<file path="src/rtl/page_commit_pkg.sv">
package page_commit_pkg;
  typedef enum logic [1:0] {
    SEQ_IDLE   = 2'd0,
    SEQ_COMMIT = 2'd1,
    SEQ_HOLD   = 2'd2
  } seq_state_t;
endpackage

</file>
<file path="src/rtl/page_buffer.sv">
module page_buffer #(
  parameter int PAGE_W = 5,
  parameter int DATA_W = 8,
  parameter int ROW_W  = 6
) (
  input  logic              clk,
  input  logic              rst_n,
  input  logic              wr_en,
  input  logic [PAGE_W-1:0] wr_off,
  input  logic [ROW_W-1:0]  wr_row,
  input  logic [DATA_W-1:0] wr_data,
  input  logic              clr,
  input  logic [PAGE_W-1:0] rd_off,
  output logic [DATA_W-1:0] rd_data,
  output logic              rd_valid,
  output logic [ROW_W-1:0]  row,
  output logic              any_valid
);
  localparam int SLOTS = 1 << PAGE_W;

  logic [DATA_W-1:0] slot_data [SLOTS];
  logic [SLOTS-1:0]  slot_flag;

  for (genvar s = 0; s < SLOTS; s++) begin : g_slot
    always_ff @(posedge clk) begin
      if (!rst_n || clr) begin
        slot_flag[s] <= 1'b0;
      end else if (wr_en && wr_off == PAGE_W'(s)) begin
        slot_flag[s] <= 1'b1;
      end
    end
    always_ff @(posedge clk) begin
      if (wr_en && wr_off == PAGE_W'(s)) slot_data[s] <= wr_data;
    end
  end

  always_ff @(posedge clk) begin
    if (!rst_n)     row <= '0;
    else if (wr_en) row <= wr_row;
  end

  assign rd_data   = slot_data[rd_off];
  assign rd_valid  = slot_flag[rd_off];
  assign any_valid = |slot_flag;
endmodule

</file>
<file path="src/rtl/addr_pointer.sv">
module addr_pointer #(
  parameter int ADDR_W = 11,
  parameter int PAGE_W = 5,
  parameter int BLK_W  = 3
) (
  input  logic                    clk,
  input  logic                    rst_n,
  input  logic                    load,
  input  logic [BLK_W-1:0]        blk,
  input  logic [ADDR_W-BLK_W-1:0] word,
  input  logic                    page_step,
  input  logic                    full_step,
  output logic [ADDR_W-1:0]       ptr
);
  localparam int ROW_W = ADDR_W - PAGE_W;

  logic [ROW_W-1:0]  row_part;
  logic [PAGE_W-1:0] off_part;
  assign row_part = ptr[ADDR_W-1:PAGE_W];
  assign off_part = ptr[PAGE_W-1:0];

  always_ff @(posedge clk) begin
    if (!rst_n)         ptr <= '0;
    else if (load)      ptr <= {blk, word};
    else if (page_step) ptr <= {row_part, PAGE_W'(off_part + 1'b1)};
    else if (full_step) ptr <= ADDR_W'(ptr + 1'b1);
  end
endmodule

</file>
<file path="src/rtl/commit_seq.sv">
module commit_seq
  import page_commit_pkg::*;
#(
  parameter int PAGE_W    = 5,
  parameter int EW_CYCLES = 64
) (
  input  logic              clk,
  input  logic              rst_n,
  input  logic              start,
  input  logic              slot_valid,
  output logic [PAGE_W-1:0] idx,
  output logic              we,
  output logic              busy,
  output logic              done
);
  localparam int TMR_W    = $clog2(EW_CYCLES + 1);
  localparam int LAST_IDX = (1 << PAGE_W) - 1;

  seq_state_t       state;
  logic [TMR_W-1:0] tmr;

  always_ff @(posedge clk) begin
    if (!rst_n) begin
      state <= SEQ_IDLE;
      idx   <= '0;
      tmr   <= '0;
    end else begin
      case (state)
        SEQ_IDLE: if (start) begin
          state <= SEQ_COMMIT;
          idx   <= '0;
        end
        SEQ_COMMIT: begin
          idx <= PAGE_W'(idx + 1'b1);
          if (idx == PAGE_W'(LAST_IDX)) begin
            state <= SEQ_HOLD;
            tmr   <= '0;
          end
        end
        SEQ_HOLD: begin
          tmr <= TMR_W'(tmr + 1'b1);
          if (tmr == TMR_W'(EW_CYCLES - 1)) state <= SEQ_IDLE;
        end
        default: state <= SEQ_IDLE;
      endcase
    end
  end

  assign busy = (state != SEQ_IDLE);
  assign we   = (state == SEQ_COMMIT) && slot_valid;
  assign done = (state == SEQ_HOLD) && (tmr == TMR_W'(EW_CYCLES - 1));
endmodule

</file>
<file path="src/rtl/page_commit_seq.sv">
module page_commit_seq #(
  parameter int ADDR_W    = 11,
  parameter int PAGE_W    = 5,
  parameter int BLK_W     = 3,
  parameter int DATA_W    = 8,
  parameter int EW_CYCLES = 64
) (
  input  logic                    clk,
  input  logic                    rst_n,
  input  logic                    wr_valid,
  output logic                    wr_ready,
  input  logic [DATA_W-1:0]       wr_data,
  input  logic                    ptr_load,
  input  logic [BLK_W-1:0]        ld_block,
  input  logic [ADDR_W-BLK_W-1:0] ld_word,
  input  logic                    rd_step,
  input  logic                    xfer_end,
  input  logic                    wp,
  output logic                    busy,
  output logic [ADDR_W-1:0]       cur_addr,
  output logic                    mem_we,
  output logic [ADDR_W-1:0]       mem_addr,
  output logic [DATA_W-1:0]       mem_wdata
);
  localparam int ROW_W = ADDR_W - PAGE_W;

  logic              take, store, do_load, do_rd, start;
  logic              seq_done, any_valid, slot_valid;
  logic [PAGE_W-1:0] seq_idx;
  logic [ROW_W-1:0]  buf_row;

  assign wr_ready = !busy;
  assign take     = wr_valid && wr_ready;
  assign store    = take && !wp;
  assign do_load  = ptr_load && !busy;
  assign do_rd    = rd_step && !busy && !store;
  assign start    = xfer_end && !busy && any_valid;

  addr_pointer #(.ADDR_W(ADDR_W), .PAGE_W(PAGE_W), .BLK_W(BLK_W)) u_ptr (
    .clk(clk), .rst_n(rst_n), .load(do_load), .blk(ld_block), .word(ld_word),
    .page_step(store), .full_step(do_rd), .ptr(cur_addr)
  );

  page_buffer #(.PAGE_W(PAGE_W), .DATA_W(DATA_W), .ROW_W(ROW_W)) u_buf (
    .clk(clk), .rst_n(rst_n), .wr_en(store),
    .wr_off(cur_addr[PAGE_W-1:0]), .wr_row(cur_addr[ADDR_W-1:PAGE_W]),
    .wr_data(wr_data), .clr(seq_done), .rd_off(seq_idx),
    .rd_data(mem_wdata), .rd_valid(slot_valid), .row(buf_row),
    .any_valid(any_valid)
  );

  commit_seq #(.PAGE_W(PAGE_W), .EW_CYCLES(EW_CYCLES)) u_seq (
    .clk(clk), .rst_n(rst_n), .start(start), .slot_valid(slot_valid),
    .idx(seq_idx), .we(mem_we), .busy(busy), .done(seq_done)
  );

  assign mem_addr = {buf_row, seq_idx};
endmodule

</file>
<file path="config.mk">
export PLATFORM = sky130hd
export DESIGN_NAME = page_commit_seq
export DESIGN_NICKNAME = d
export VERILOG_FILES = /design/src/rtl/page_commit_pkg.sv /design/src/rtl/page_buffer.sv /design/src/rtl/addr_pointer.sv /design/src/rtl/commit_seq.sv /design/src/rtl/page_commit_seq.sv
export SDC_FILE = /design/constraint.sdc
export NUM_CORES = 1
export LEC_CHECK = 0
export ABC_AREA = 0
export BUFFER_PORTS_ARGS = -buffer_cell sky130_fd_sc_hd__buf_2
export CAP_MARGIN = 0
export CORE_ASPECT_RATIO = 0.5
export CORE_UTILIZATION = 50
export DETAILED_ROUTE_END_ITERATION = 10
export PLACE_DENSITY = 0.74
export SETUP_SLACK_MARGIN = 0.3
export SLEW_MARGIN = 5
export SYNTH_ARGS = -nofsm -noshare
export SYNTH_HDL_FRONTEND = slang
export SYNTH_HIERARCHICAL = 1
export SYNTH_SLANG_ARGS = --single-unit
</file>
<file path="constraint.sdc">
create_clock -name clk -period 4.2 [get_ports clk]
set_clock_uncertainty 0.2 [all_clocks]
set_input_delay 0.63 -clock clk [delete_from_list [all_inputs] [get_ports clk]]
set_output_delay 0.63 -clock clk [all_outputs]
set_load 0.1 [all_outputs]
</file>
Word-level counts from Yosys, hierarchy flattened. Memories as Yosys holds them, arrays and structs flattened. A register that Yosys moved wholly into a read port is not among the register bits. Cells that the tools add are included.

Output and inout port bits: 33. Flip-flop bits (word level): 63. Bits in writable memories: 256. Memories: 1. Input bits: 26. Word-level logic and storage cells: 344.

Equal/unequal tests: 39. Reductions and logical operators: 89. Add/subtract/negate cells: 4. Mux-type cells: 172. $lt $le $gt $ge: 1.

Memory list: u_buf.slot_data (words 32, bits a word 8, rd ports 1, clocked after memory_dff 1, wr ports 1, RTL line page_buffer.sv:21) `logic [DATA_W-1:0] slot_data [SLOTS];`.

Operator list (count): $mux W8 (31); $reduce_or A8 Y1 (31); $mux W5 (34); $mux W1 (96); $eq A5 B5 Y1 const B (17); $logic_and A1 B1 Y1 (41); $eq A5 B4 Y1 const B (8); $mux W11 (3); $reduce_or A32 Y1 (1); $eq A5 B3 Y1 const B (4); $pmux W7 S2 (1); $add A11 B1 Y11 const B (1); $add A5 B1 Y5 const B (2); $eq A5 B2 Y1 const B (2); $pmux W5 S2 (1); $reduce_bool A2 Y1 (4); $add A7 B1 Y7 const B (1); $eq A7 B6 Y1 const B (1); $mux W7 (1); $lt A5 B6 Y1 const B (1); $mux W2 (3); $pmux W2 S3 (1); $reduce_and A2 Y1 (3); $bmux W1 S5 (1); 11 further kinds (16).

Longest topological paths before layout.
Depth after elaboration: 39. Depth in mapped cells: 9. Depth with buffers taken out: 7.

By module. Netlist, hierarchy kept.

By module, submodules not included: page_buffer (seq. area each 8448.1 um2, area each 11372.2 um2, times used 1, cells an instance 525); commit_seq (seq. area each 280.3 um2, area each 753.2 um2, times used 1, cells an instance 86); addr_pointer (seq. area each 220.2 um2, area each 628.1 um2, times used 1, cells an instance 71); page_commit_seq (seq. area each 0.0 um2, area each 40.0 um2, times used 1, cells an instance 6).

Worst setup path after synthesis. No wires, ideal clock.

Kind: register to output. Start point: register u_seq.idx[2]. End point: output mem_we. Stages on the path, launching flop included: 7. Data required time: 3.370 ns. Data arrival time: 3.218 ns. Slack: 0.152 ns. Path buffers: 2. Cell sequence: dfxtp_1 clkbuf_1 buf_1 mux4_2 mux4_2 mux2_2 and2_1.

Longest elaborated chain between the ends: 3.

RTL lines: start: declaration (RTL line commit_seq.sv:11) `output logic [PAGE_W-1:0] idx,`; start signal: assignment (RTL line commit_seq.sv:34) `idx <= PAGE_W'(idx + 1'b1);`; $bmux W1 S5 (RTL line page_buffer.sv:43) `assign rd_valid = slot_flag[rd_off];`; $mux W1 (implied by the code) (RTL line page_buffer.sv:43); named net slot_valid (RTL line page_commit_seq.sv:28) `logic seq_done, any_valid, slot_valid;`; $logic_and A1 B1 Y1 (RTL line commit_seq.sv:50) `assign we = (state == SEQ_COMMIT) && slot_valid;`; end: declaration (RTL line page_commit_seq.sv:21) `output logic mem_we,`.

The timed path passes the listed nets, and every way through them passes these cells. The select of a mux whose other input is x is not followed.

==> metrics.txt <==
status=finished clean; initial antenna violation count=1; Worst-Margin Slew=0.914 ns; hpwl dp=18.7 mm; Synth Instances=slightly below 700; dpl cell area=13,700 um2; Worst Path Arrival=around 3 ns; max incr delay on CP=between 0.5 and 0.6 ns; H-tree levels=1; Num CTS Buffers=28; origin of the critical flop-to-flop path=u_seq/state[0]; CTS Root Cell=clkbuf_16; nets=819; switching power total=between 1.5 and 2 mW; total global-route track usage=23.0%; Startpoint Class=flop; Initial Utilization=52.2%; relative slew slack=39.0%; crit-path max FO=20; Sinks on Clock Net=319; Fin Hold WS=~0.15 ns; I/O Pins=59; most used cell, CP=mux4_2; Port Buf Inserts=58; async set-reset flop share out of synthesis=0%; global-route wire length before repair=approximately 44 mm; total wire length=30.0 mm; fin area=roughly 15,000 um2; period utilisation layout=a little over 90%; largest net degree at the start of global routing=33; Synth warnings=6; final worst path period need=3.84 ns; routability cong.=0.814; P_int=5.27 mW; Die W=228 um; Clock Pin Slew Worst Setup and Hold Paths=0.07 ns; commonest non-fill, non-tap cells in the layout=edfxtp_1 (256), mux4_2 (90), dfxtp_1 (60); flop2flop setup slack=0.95 ns; fmax=260 MHz; Mapped Nets=approximately 720; peak supply drop=0.327 mV; setup violators final=0; clk buf depth=3; power share of the sequential group=50.7%; DR WL/cell=26.2 um; Gate power share=10.2%; vias in the first global route=7,036; Die Span Y=~120 um; Clk pwr share=approximately two fifths; Core Box Area=24,500 um2; RR Endpoint=u_buf/slot_data[31][0]; Cell Rows=40; endpoints failing hold=0; 1st-pass router iterations=5; P per Cell Area=469 nW/um2; Worst EP required=around 3.4 ns; Static Leak=4.79 nW; #FFs+latches synth=around 320; Residual DRC=0; min-delay worst type=in2reg; CP Cell Sequence=buf_6 > mux4_2 > mux4_2 > mux2_2 > buf_2; Synth cell types=53; critical path's slowest cell=dfxtp_4; worst setup path end=mem_wdata[3]; layout cell share with drive strength beyond 1=between 30% and 40%; CTS tree=built; Antenna Nets Post-Route=0; Main synth FF type=edfxtp_1; Crit. End Element=primary output; Post-synth EDFFs=~260; sw frac=between 20% and 30%; Max-cap violations=0; RSZ-0062 raised after global routing=false; most common cell after layout, fill and taps aside=edfxtp_1; Setup TNS=0 ns; largest cells by area after synthesis=edfxtp_1 (60%), mux4_2 (16%), dfxtp_1 (9.9%); Mapped Area=12,800 um2; Via Count=about 7.2k; via/cell ratio=about 6.3; crit path from=u_seq/idx[2]; register area share after synthesis=~70%; die footprint=26,300 um2; top-area cell type share of the netlist area=60.1%; GRT Residual Overflow=0; fin. max-slew vios=0; mean post-synth cell area=approximately 19 um2; worst r2r path cells=5; Worst Setup Path Type=reg2out; final core occ=between 60% and 70%; DR iter-0 viols=870; Area Growth Syn to Fin=15.2%; Ant. Diodes=0; worst-skew pair later-pin latency=around 0.55 ns; Yosys top cell by area=edfxtp_1
[repair_timing]
action                     CTS  global route
setup endpoints to repair    9             0
buffers inserted             5             0
gates resized for setup      1             0
hold buffers                 0             0
[how the worst min path moves through the flow]
stage | start | to | slack, ns | cells past startpoint
5_1_grt | ld_word[0] | u_ptr/ptr[0] | 0.16 | 3
6_report | ld_word[0] | u_ptr/ptr[0] | 0.15 | 3
3_3_place_gp | u_buf/slot_flag[18] | u_buf/slot_flag[18] | 0.27 | 1
4_1_cts | ld_word[0] | u_ptr/ptr[0] | 0.14 | 3
2_1_floorplan | u_buf/slot_flag[14] | u_buf/slot_flag[14] | 0.26 | 1
3_5_place_dp | u_buf/slot_flag[29] | u_buf/slot_flag[29] | 0.28 | 1
[final cells by class]
type	instances	area, um2
Inverter	4	15.0
Sequential cell	319	8960
Tap cell	336	420
Clock inverter	17	218
Multi-Input combinational cell	325	3610
Timing Repair Buffer	111	762
Fill cell	1773	9790
Clock buffer	35	748
[power groups by stage]
| stage | logic, mW | registers (mW) | clock network [mW] |
|---|---|---|---|
| 3_3_place_gp | 0.644 | 3.59 | 0 |
| 3_5_place_dp | 0.655 | 3.60 | 0 |
| 2_1_floorplan | 0.431 | 3.66 | 0 |
| 6_report | 0.705 | 3.50 | 2.70 |
| 4_1_cts | 0.707 | 3.50 | 2.71 |
| 5_1_grt | 0.740 | 3.51 | 2.83 |
[worst max-delay path, delay by kind of cell (launching register included)]
family | cells | cell delay (ns)
multiplexers | 3 | 1.29
buffers and inverters | 2 | 0.58
flip-flops | 1 | 0.57
[layer usage]
layer | part of all wire (%) | routed length [um] | global-route usage (%) | up-vias
met4 | 3.4 | 1010 | 8.50 | 0
met2 | 48 | 14500 | 37.7 | 344
met5 | 0 | 0 | 0 | -
li1 | - | - | - | 3037
met1 | 41 | 12400 | 32.1 | 3798
met3 | 7.1 | 2130 | 3.30 | 67
[per-stage QoR]
| stage | setup slack (ns) | instances | power (mW) |
|---|---|---|---|
| 2_1_floorplan | 0.487 | 688 | 4.09 |
| 3_3_place_gp | 0.651 | 1090 | 4.24 |
| 3_5_place_dp | 0.643 | 1090 | 4.25 |
| 4_1_cts | 0.379 | 1147 | 6.92 |
| 5_1_grt | 0.312 | 1147 | 7.08 |
| 6_report | 0.357 | 1147 | 6.91 |
[synthesized netlist by cell type, types with 6 or more instances]
library cell,number
nor2_1,33
nor4_1,10
or4_1,6
nand4_1,8
a31oi_1,9
nand2b_1,8
nor2b_1,9
nand2_1,12
buf_4,9
mux2i_1,7
a21oi_1,9
o21a_1,32
dfxtp_1,63
edfxtp_1,256
mux2_2,10
o21ai_0,12
clkbuf_1,17
nor3_1,11
mux4_2,90
buf_1,7
nand3_1,6
[sequential cells by signal, summed over array words and instances, names as in the netlist]
signal and count:
u_buf/row 6, u_buf/slot_data 256, u_buf/slot_flag 32, u_ptr/ptr 11, u_seq/idx 5, u_seq/state 2
u_seq/tmr 7
[kinds of logic after synthesis]
| group | count (synthesis) | synth area share, % |
|---|---|---|
| compound gates | 82 | 4.45 |
| mux | 107 | 17.3 |
| simple gates | 129 | 5.92 |
| fa+ha+maj | 4 | 0.391 |
| xor+xnor | 3 | 0.205 |
| flops | 319 | 69.9 |
| buf+inv | 44 | 1.82 |
(Power assumes the default switching activity.)
